### config.mk
export PLATFORM = sky130hd
export DESIGN_NAME = sarctl_top
export DESIGN_NICKNAME = d
export VERILOG_FILES = /design/src/rtl/sarctl_pkg.sv /design/src/rtl/sarctl_ctlreg.sv /design/src/rtl/sarctl_fsm.sv /design/src/rtl/sarctl_sar.sv /design/src/rtl/sarctl_result.sv /design/src/rtl/sarctl_top.sv
export SDC_FILE = /design/constraint.sdc
export NUM_CORES = 1
export LEC_CHECK = 0
export BUFFER_PORTS_ARGS = -buffer_cell sky130_fd_sc_hd__buf_2
export CORE_MARGIN = 2
export CORE_UTILIZATION = 55
export DETAILED_ROUTE_END_ITERATION = 16
export PLACE_DENSITY = 0.8
export SKIP_LAST_GASP = 1
export SLEW_MARGIN = 20
export SYNTH_ARGS = -nofsm -noshare
export SYNTH_HDL_FRONTEND = slang
export SYNTH_SLANG_ARGS = --single-unit
export TNS_END_PERCENT = 1
### constraint.sdc
create_clock -name clk -period 2.85 [get_ports clk]
set_input_delay 0.1425 -clock clk [delete_from_list [all_inputs] [get_ports clk]]
set_output_delay 0.1425 -clock clk [all_outputs]
set_load 0.03 [all_outputs]
### src/rtl/sarctl_pkg.sv
`timescale 1ns/1ps
package sarctl_pkg;

    // Sequencer states
    typedef enum logic [2:0] {
        ST_IDLE,
        ST_WAKE,
        ST_ACQ,
        ST_CONV,
        ST_STBY,
        ST_FULL
    } sar_state_e;

    // Power field of the control byte
    typedef enum logic [1:0] {
        PM_EXTCLK = 2'b00,
        PM_INTCLK = 2'b01,
        PM_STBY   = 2'b10,
        PM_FULL   = 2'b11
    } pwr_mode_e;

    // Control byte, most significant field first
    typedef struct packed {
        pwr_mode_e   pmode;    // bits 7:6
        logic        acq_ext;  // bit 5, treated as internal acquisition
        logic        span_hi;  // bit 4
        logic        bip;      // bit 3
        logic [2:0]  chan;     // bits 2:0
    } ctl_word_t;

endpackage

### src/rtl/sarctl_ctlreg.sv
`timescale 1ns/1ps
module sarctl_ctlreg
    import sarctl_pkg::*;
(
    input  logic       clk,
    input  logic       rst_n,
    input  logic       wr_en,
    input  logic [7:0] wr_byte,
    output ctl_word_t  ctl_q
);

    always_ff @(posedge clk or negedge rst_n) begin
        if (!rst_n) begin
            ctl_q <= '0;
        end else if (wr_en) begin
            ctl_q <= ctl_word_t'(wr_byte);
        end
    end

endmodule

### src/rtl/sarctl_fsm.sv
`timescale 1ns/1ps
module sarctl_fsm
    import sarctl_pkg::*;
#(
    parameter int RES_W    = 12,
    parameter int ACQ_CYC  = 6,
    parameter int WAKE_CYC = 20,
    localparam int CNT_MAX = (ACQ_CYC > WAKE_CYC) ? ACQ_CYC : WAKE_CYC,
    localparam int CNT_W   = $clog2(CNT_MAX + 1),
    localparam int BIT_W   = $clog2(RES_W)
) (
    input  logic             clk,
    input  logic             rst_n,
    input  logic             wr_en,
    input  pwr_mode_e        pmode,
    output logic [BIT_W-1:0] bit_idx,
    output logic             busy,
    output logic             track,
    output logic             converting,
    output logic             conv_done,
    output logic             pd_stby,
    output logic             pd_full
);

    localparam logic [BIT_W-1:0] TOP_BIT  = BIT_W'(RES_W - 1);
    localparam logic [CNT_W-1:0] ACQ_LAST = CNT_W'(ACQ_CYC - 1);
    localparam logic [CNT_W-1:0] WAK_LAST = CNT_W'(WAKE_CYC - 1);
    localparam bit               HAS_WAKE = (WAKE_CYC > 0);

    sar_state_e       state_q, state_d;
    logic [CNT_W-1:0] cnt_q, cnt_d;
    logic [BIT_W-1:0] bit_q, bit_d;

    // Next-state logic
    always_comb begin
        state_d = state_q;
        cnt_d   = cnt_q;
        bit_d   = bit_q;
        if (wr_en) begin
            // a new control byte aborts whatever is in progress
            cnt_d = '0;
            bit_d = TOP_BIT;
            if (HAS_WAKE && (state_q == ST_FULL || state_q == ST_WAKE)) begin
                state_d = ST_WAKE;
            end else begin
                state_d = ST_ACQ;
            end
        end else begin
            unique case (state_q)
                ST_IDLE, ST_STBY, ST_FULL: begin
                    state_d = state_q;
                end
                ST_WAKE: begin
                    if (cnt_q == WAK_LAST) begin
                        state_d = ST_ACQ;
                        cnt_d   = '0;
                    end else begin
                        cnt_d = cnt_q + 1'b1;
                    end
                end
                ST_ACQ: begin
                    if (cnt_q == ACQ_LAST) begin
                        state_d = ST_CONV;
                        cnt_d   = '0;
                        bit_d   = TOP_BIT;
                    end else begin
                        cnt_d = cnt_q + 1'b1;
                    end
                end
                ST_CONV: begin
                    if (bit_q == '0) begin
                        // deferred power-down takes effect here
                        unique case (pmode)
                            PM_STBY:            state_d = ST_STBY;
                            PM_FULL:            state_d = ST_FULL;
                            PM_EXTCLK, PM_INTCLK: state_d = ST_IDLE;
                            default:            state_d = ST_IDLE;
                        endcase
                    end else begin
                        bit_d = bit_q - 1'b1;
                    end
                end
                default: begin
                    state_d = ST_IDLE;
                end
            endcase
        end
    end

    // State register
    always_ff @(posedge clk or negedge rst_n) begin
        if (!rst_n) begin
            state_q <= ST_IDLE;
            cnt_q   <= '0;
            bit_q   <= TOP_BIT;
        end else begin
            state_q <= state_d;
            cnt_q   <= cnt_d;
            bit_q   <= bit_d;
        end
    end

    // Outputs
    always_comb begin
        bit_idx    = bit_q;
        busy       = (state_q == ST_WAKE) || (state_q == ST_ACQ) || (state_q == ST_CONV);
        track      = (state_q == ST_ACQ);
        converting = (state_q == ST_CONV);
        conv_done  = (state_q == ST_CONV) && (bit_q == '0) && !wr_en;
        pd_stby    = (state_q == ST_STBY);
        pd_full    = (state_q == ST_FULL);
    end

endmodule

### src/rtl/sarctl_sar.sv
`timescale 1ns/1ps
module sarctl_sar #(
    parameter int RES_W = 12,
    localparam int BIT_W = $clog2(RES_W)
) (
    input  logic             clk,
    input  logic             rst_n,
    input  logic             clear,
    input  logic             active,
    input  logic [BIT_W-1:0] bit_idx,
    input  logic             cmp_in,
    output logic [RES_W-1:0] dac_code,
    output logic [RES_W-1:0] next_code
);

    logic [RES_W-1:0] sar_q;
    logic [RES_W-1:0] trial;

    always_comb begin
        trial     = sar_q | (RES_W'(1) << bit_idx);
        next_code = cmp_in ? trial : sar_q;
        dac_code  = active ? trial : '0;
    end

    always_ff @(posedge clk or negedge rst_n) begin
        if (!rst_n) begin
            sar_q <= '0;
        end else if (clear) begin
            sar_q <= '0;
        end else if (active) begin
            sar_q <= next_code;
        end
    end

endmodule

### src/rtl/sarctl_result.sv
`timescale 1ns/1ps
module sarctl_result #(
    parameter int RES_W = 12,
    localparam int FILL_W = 16 - RES_W
) (
    input  logic             clk,
    input  logic             rst_n,
    input  logic             load,
    input  logic             bip_in,
    input  logic [RES_W-1:0] code,
    output logic [7:0]       res_lo,
    output logic [7:0]       res_hi
);

    localparam logic [RES_W-1:0] MSB_MASK = RES_W'(1) << (RES_W - 1);

    logic [RES_W-1:0] res_q;
    logic             fill_q;
    logic [RES_W-1:0] formatted;

    // offset binary to two's complement for bipolar spans
    always_comb begin
        formatted = bip_in ? (code ^ MSB_MASK) : code;
    end

    // code and fill polarity update together
    always_ff @(posedge clk or negedge rst_n) begin
        if (!rst_n) begin
            res_q  <= '0;
            fill_q <= 1'b0;
        end else if (load) begin
            res_q  <= formatted;
            fill_q <= bip_in;
        end
    end

    generate
        if (FILL_W > 0) begin : g_fill
            assign res_hi = {{FILL_W{fill_q}}, res_q[RES_W-1:8]};
        end else begin : g_nofill
            assign res_hi = res_q[15:8];
        end
    endgenerate

    assign res_lo = res_q[7:0];

endmodule

### src/rtl/sarctl_top.sv
`timescale 1ns/1ps
module sarctl_top
    import sarctl_pkg::*;
#(
    parameter int RES_W    = 12,
    parameter int ACQ_CYC  = 6,
    parameter int WAKE_CYC = 20,
    localparam int BIT_W   = $clog2(RES_W)
) (
    input  logic             clk,
    input  logic             rst_n,
    input  logic             ctl_wr,
    input  logic [7:0]       ctl_byte,
    input  logic             cmp_in,
    output logic [RES_W-1:0] dac_code,
    output logic [2:0]       mux_chan,
    output logic             span_hi,
    output logic             bipolar,
    output logic             track,
    output logic             busy,
    output logic             pd_stby,
    output logic             pd_full,
    output logic [7:0]       res_lo,
    output logic [7:0]       res_hi
);

    ctl_word_t        ctl_q;
    logic [BIT_W-1:0] bit_idx;
    logic             converting;
    logic             conv_done;
    logic [RES_W-1:0] next_code;

    sarctl_ctlreg u_ctl (
        .clk     (clk),
        .rst_n   (rst_n),
        .wr_en   (ctl_wr),
        .wr_byte (ctl_byte),
        .ctl_q   (ctl_q)
    );

    sarctl_fsm #(
        .RES_W    (RES_W),
        .ACQ_CYC  (ACQ_CYC),
        .WAKE_CYC (WAKE_CYC)
    ) u_fsm (
        .clk        (clk),
        .rst_n      (rst_n),
        .wr_en      (ctl_wr),
        .pmode      (ctl_q.pmode),
        .bit_idx    (bit_idx),
        .busy       (busy),
        .track      (track),
        .converting (converting),
        .conv_done  (conv_done),
        .pd_stby    (pd_stby),
        .pd_full    (pd_full)
    );

    sarctl_sar #(
        .RES_W (RES_W)
    ) u_sar (
        .clk       (clk),
        .rst_n     (rst_n),
        .clear     (track),
        .active    (converting),
        .bit_idx   (bit_idx),
        .cmp_in    (cmp_in),
        .dac_code  (dac_code),
        .next_code (next_code)
    );

    sarctl_result #(
        .RES_W (RES_W)
    ) u_res (
        .clk    (clk),
        .rst_n  (rst_n),
        .load   (conv_done),
        .bip_in (ctl_q.bip),
        .code   (next_code),
        .res_lo (res_lo),
        .res_hi (res_hi)
    );

    assign mux_chan = ctl_q.chan;
    assign span_hi  = ctl_q.span_hi;
    assign bipolar  = ctl_q.bip;

endmodule

* Word level (Yosys, flattened, before mapping) *
Cells that the tools add are included.

operators by class
  $add $sub $neg = 2
  equality and inequality tests = 15
  shift operators = 1
  multiplexer cells = 20
  bitwise gates (word level) = 2
  reductions and logical operators = 16

operator list
  operator                                                             number
  12-bit 2-to-1 mux                                                    5
  5-bit 2-to-1 mux                                                     3
  3-bit 2-to-1 mux                                                     4
  4-bit 2-to-1 mux                                                     3
  12-bit OR                                                            1
  3-bit case mux with 4 select lines                                   1
  1-bit by 4-bit left shift with 12-bit output (first input constant)  1
  5-bit case mux with 2 select lines                                   1
  3-bit != test (second input constant)                                3
  3-bit case mux with 3 select lines                                   1
  4-bit case mux with 2 select lines                                   1
  3-bit by 2-bit == test with 1-bit output (second input constant)     2
  3-bit == test (second input constant)                                2
  3-bit nonzero test                                                   2
  5-bit by 1-bit adder with 5-bit output (second input constant)       1
  5-bit by 3-bit == test with 1-bit output (second input constant)     1
  5-bit == test (second input constant)                                1
  2-bit == test (second input constant)                                2
  4-bit zero test                                                      1
  4-bit AND reduction                                                  1
  4-bit by 1-bit subtractor with 4-bit output (second input constant)  1
  3-bit by 1-bit == test with 1-bit output (second input constant)     1
  3-bit zero test                                                      1
  1-bit logical OR                                                     3
  other kinds (12)                                                     13

word-level totals
  register bits = 44
  input bits = 12
  output and inout bits = 37

* Depth between registers and ports, before layout *
  word-level depth = 6
  depth in mapped cells = 7
  gate-level depth less buffers = 6

* Modules after synthesis *
From an unflattened synthesis, not the netlist that was laid out.

second synthesis, totals
  cells, all modules = 232
  area, all modules = 2577.5 sq um

by module, submodules not included
  module         times used  cells each  area each (sq um)  seq. area each (sq um)
  sarctl_fsm     1           90          859.6              304.0
  sarctl_sar     1           92          837.1              300.3
  sarctl_result  1           33          549.3              325.3
  sarctl_ctlreg  1           17          331.6              200.2

* Worst setup path after synthesis *
Ideal clock, no wire load.

  path kind = register to register
  start = reg u_fsm.bit_q[0], in the netlist u_fsm.bit_idx[0]
  end = reg u_res.fill_q
  library setup time = 0.125 ns
  data arrival time = 1.611 ns
  data required time = 2.725 ns
  slack = 1.114 ns
  stages on the path, launching flop included = 6
  path buffers = 0
  period minus slack after synthesis = 1.736 ns
  path through = dfstp_2 -> inv_1 -> ha_1 -> nor3b_4 -> nand4_4 -> mux2_4

on the way
  cells in the longest elaborated chain, start to end = 3

RTL lines
  item                             line                 RTL
  start: declaration               sarctl_fsm.sv:32     logic [BIT_W-1:0] bit_q, bit_d;
  start signal: assignment         sarctl_fsm.sv:99     bit_q <= bit_d;
  4-bit zero test                  sarctl_fsm.sv:109    conv_done = (state_q == ST_CONV) && (bit_q == '0) && !wr_en;
  1-bit logical AND (2 in series)  sarctl_fsm.sv:109
  end signal: assignment           sarctl_result.sv:33  fill_q <= bip_in;
  end: declaration                 sarctl_result.sv:18  logic fill_q;

Every way passes these cells.
A chain may end at the register's enable or synchronous reset.

* Final worst setup path *
  start = reg u_fsm.state_q[1]
  end = out dac_code[8]

on the way
  cells in the longest elaborated chain, start to end = 2

RTL lines
  item                                      line               RTL
  start: declaration                        sarctl_fsm.sv:30   sar_state_e state_q, state_d;
  start signal: assignment                  sarctl_fsm.sv:97   state_q <= state_d;
  3-bit by 2-bit == test with 1-bit output  sarctl_fsm.sv:108  converting = (state_q == ST_CONV);
  12-bit 2-to-1 mux                         sarctl_sar.sv:22   dac_code = active ? trial : '0;
  end: declaration                          sarctl_top.sv:15   output logic [RES_W-1:0] dac_code,

Every way passes these cells.

==> results.yml <==
outcome:
  run_status: "finished clean"
clock_network:
  cts_hold_buffers_added: 0
  post_cts.repair.setup_buffers: 0
  cts_num_sinks: 44
  cts_buffer_depth: 2
  cts_tree: "yes"
  cts_max_level: 2
  cts_root_buf: "sky130_fd_sc_hd__clkbuf_8"
  cts-buffers-inserted: 5
  clkTransAtPathRegs_ps: 80
  post_cts_resize_count: 0
  clk_latency_ps: 300
sta:
  report.final.hold_viol_count: 0
  slew_viol_final: 0
  fin_skew_ps: 10.3
  setup_violations: 0
  min_period_ps: 2160
  grt_setup_unrepaired: "no"
  achievable-frequency_ghz: 0.463
  worst_pin_slew_ps: 721
  setup-tns-final_ps: 0
  hold_ws_ps: 70.5
  slew-limit-headroom: 0.517
  final_min_period_over_clock_period: 0.757
placement:
  dp_hpwl_mm: 3.40
  place.port_buffers: 47
  numPlacedInstances: 325
  routabilityCongestion: 0.894
critical_path:
  cp-end-kind: "output port"
  max_stage_delay_ps: 660
  critPathRequiredTime_ps: 2710
  path_cells: "nand3b_1 -> nor2_1 -> buf_2"
  critPathArrivalTime_ps: 2020
  crit_path_start_kind: "flip-flop"
  critical_path.max_fanout: 16
  critical_path_class: "flip-flop to output port"
  crit_slowest_cell: "sky130_fd_sc_hd__dfrtp_1"
synthesis:
  netlist.area_leader.share: 0.434
  synthesis.area_per_instance_um2: 9.53
  yosysSeqAreaShare: 0.467
  synth_top_cell_by_area: "sky130_fd_sc_hd__dfrtp_1"
  syn_inst: 248
  yosysWarnings: 0
  synthesized_netlist_net_count: 267
  synthesis.area_mm2: 0.00236
  number_of_library_cell_types_mapped_by_synthesis: 42
  ys_seq_elements: 44
  synth.area.top_cells: "sky130_fd_sc_hd__dfrtp_1 (43%), sky130_fd_sc_hd__a21oi_1 (6.8%), sky130_fd_sc_hd__nor2_1 (5.6%)"
floorplan:
  coreArea_mm2: 0.00406
  floorplan.die.height_um: 69.6
  dieArea_mm2: 0.00484
  initial_core_util: 0.582
  fp-row-count: 23
  boundaryPins: 49
  chipWidth_um: 69.6
global_routing:
  globalRouteOverflowTotal: 0
  grt_first_pass_wirelength_mm: 8.39
  number_of_global_route_vias_before_repair: 1803
  grt_usage: 0.215
  pin_count_of_the_biggest_net_entering_global_routing: 45
  antenna_found_initial: 0
pwr:
  combPwrFrac: 0.099
  p_int_mw: 0.955
  vdd.ir_drop.worst_v: 0.000326
  p_sw_mw: 0.322
  flop_pwr_share: 0.522
  clock_power_share: 0.380
  powerDensity_mw_per_mm2: 476
  sw_share: 0.252
  leakage_nw: 1.24
routing:
  drt_iter0_drc: 124
  drt_pass1_iterations: 4
  num_vias: 1870
  route.detailed.drc: 0
  routed_via_density: 5.60
  drt.antenna.violating_nets: 0
  per_cell_routed_wire_length_um: 14.4
  postRouteWirelength_mm: 4.81
worst_hold_path:
  min-delay-path-class: "input port to flip-flop"
run:
  cap_violations: 0
final_layout:
  layout.cells.most_common: "sky130_fd_sc_hd__buf_2"
  layout.cells.non_filler: 334
  layout.cells.most_common_list: "sky130_fd_sc_hd__buf_2 (46), sky130_fd_sc_hd__dfrtp_1 (41), sky130_fd_sc_hd__nor2_1 (35), sky130_fd_sc_hd__a21oi_1 (32), sky130_fd_sc_hd__nand2_1 (19)"
  design.final.nets: 302
  drive_above_1_share: 0.296
  finalCoreUtilization: 0.661
  area_growth_syn_to_layout_pct: 13.4
  antenna_diode_instance_count: 0
-- worst paths after layout --
path	from	to	slack [ps]	cells after the start
max	u_fsm.state_q[1]	dac_code[8]	690	3
min in group asynchronous	rst_n	u_res.res_q[5]	370	2
max in group asynchronous	rst_n	u_fsm.bit_idx[0]	2100	2
max reg2reg	u_fsm.bit_idx[0]	u_res.fill_q	830	6
min	ctl_byte[1]	u_ctl.ctl_q[1]	70	2
min reg2reg	u_res.res_q[4]	u_res.res_q[4]	480	2
-- through the flow --
| stage | power, mW | area (um2) | setup WS (ps) |
|---|---|---|---|
| global route | 1.34 | 2680 | 529 |
| detailed placement | 0.805 | 2550 | 813 |
| finish | 1.28 | 2680 | 692 |
| global placement | 0.798 | 2550 | 836 |
| CTS | 1.29 | 2670 | 667 |
| floorplan | 0.765 | 2360 | 1110 |
-- worst max-delay path: cells and delay by family (launching register included) --
family | cells | cell delay, ps
buffers and inverters | 1 | 220
AND/OR/NAND/NOR | 2 | 830
flip-flops | 1 | 660
-- state kept, by name, summed over array words and instances, names as in the netlist --
signal         flops
u_res.res_q       12
u_fsm.cnt_q        5
u_fsm.state_q      3
u_res.fill_q       1
u_fsm.bit_idx      4
u_ctl.ctl_q        7
u_sar.sar_q       12
-- cells in the mapped netlist, drive strengths merged --
cell type	number
a22oi	1
a2bb2oi	1
and2	6
nand2	19
o211ai	1
nor2b	3
dfrtp	41
dfstp	3
mux2	8
mux2i	1
inv	5
a21oi	32
nand3	4
nand4	3
and4	1
o21a	1
o22ai	1
and4bb	2
nor3	1
o21ai	22
and3b	1
a31oi	10
nand2b	1
xnor2	1
o41ai	1
xor2	3
buf	15
nor2	35
nand4b	3
a211oi	1
clkbuf	9
nor3b	4
nand3b	1
ha	7
-- layout make-up --
| type | count | area [um2] |
|---|---|---|
| clock inverters | 3 | 46.3 |
| well taps | 50 | 62.6 |
| clock buffers | 5 | 68.8 |
| fillers | 347 | 1380 |
| flip-flops and latches | 44 | 1100 |
| repair buffers | 52 | 278 |
| multi-input cells | 175 | 1100 |
| inverters | 5 | 18.8 |
-- logic make-up (layout without fill, tap and decap cells) --
family,count (synthesis),in the layout,synth area share
AO/OA/AOI/OAI,71,71,0.179
XOR/XNOR,4,4,0.0148
adder cells (fa/ha/maj),7,7,0.0371
buffers and inverters,29,65,0.0662
flip-flops,44,44,0.467
multiplexers,9,9,0.0439
AND/OR/NAND/NOR,84,84,0.192
-- layer usage --
| layer | vias to the layer above | part of all wire | track usage |
|---|---|---|---|
| li1 | 927 | - | - |
| met1 | 890 | 0.43 | 0.272 |
| met2 | 48 | 0.51 | 0.374 |
| met3 | 5 | 0.050 | 0.0407 |
| met4 | 0 | 0.012 | 0.0588 |
| met5 | - | 0 | 0 |
-- power groups by stage --
stage          Combinational (mW)  Clock, mW  Sequential [mW]
4_1_cts                     0.127      0.499            0.666
3_3_place_gp                0.121          0            0.677
6_report                    0.126      0.485            0.666
5_1_grt                     0.142      0.526            0.670
2_1_floorplan              0.0869          0            0.678
3_5_place_dp                0.127          0            0.678
Power figures use the tool's default switching activity.
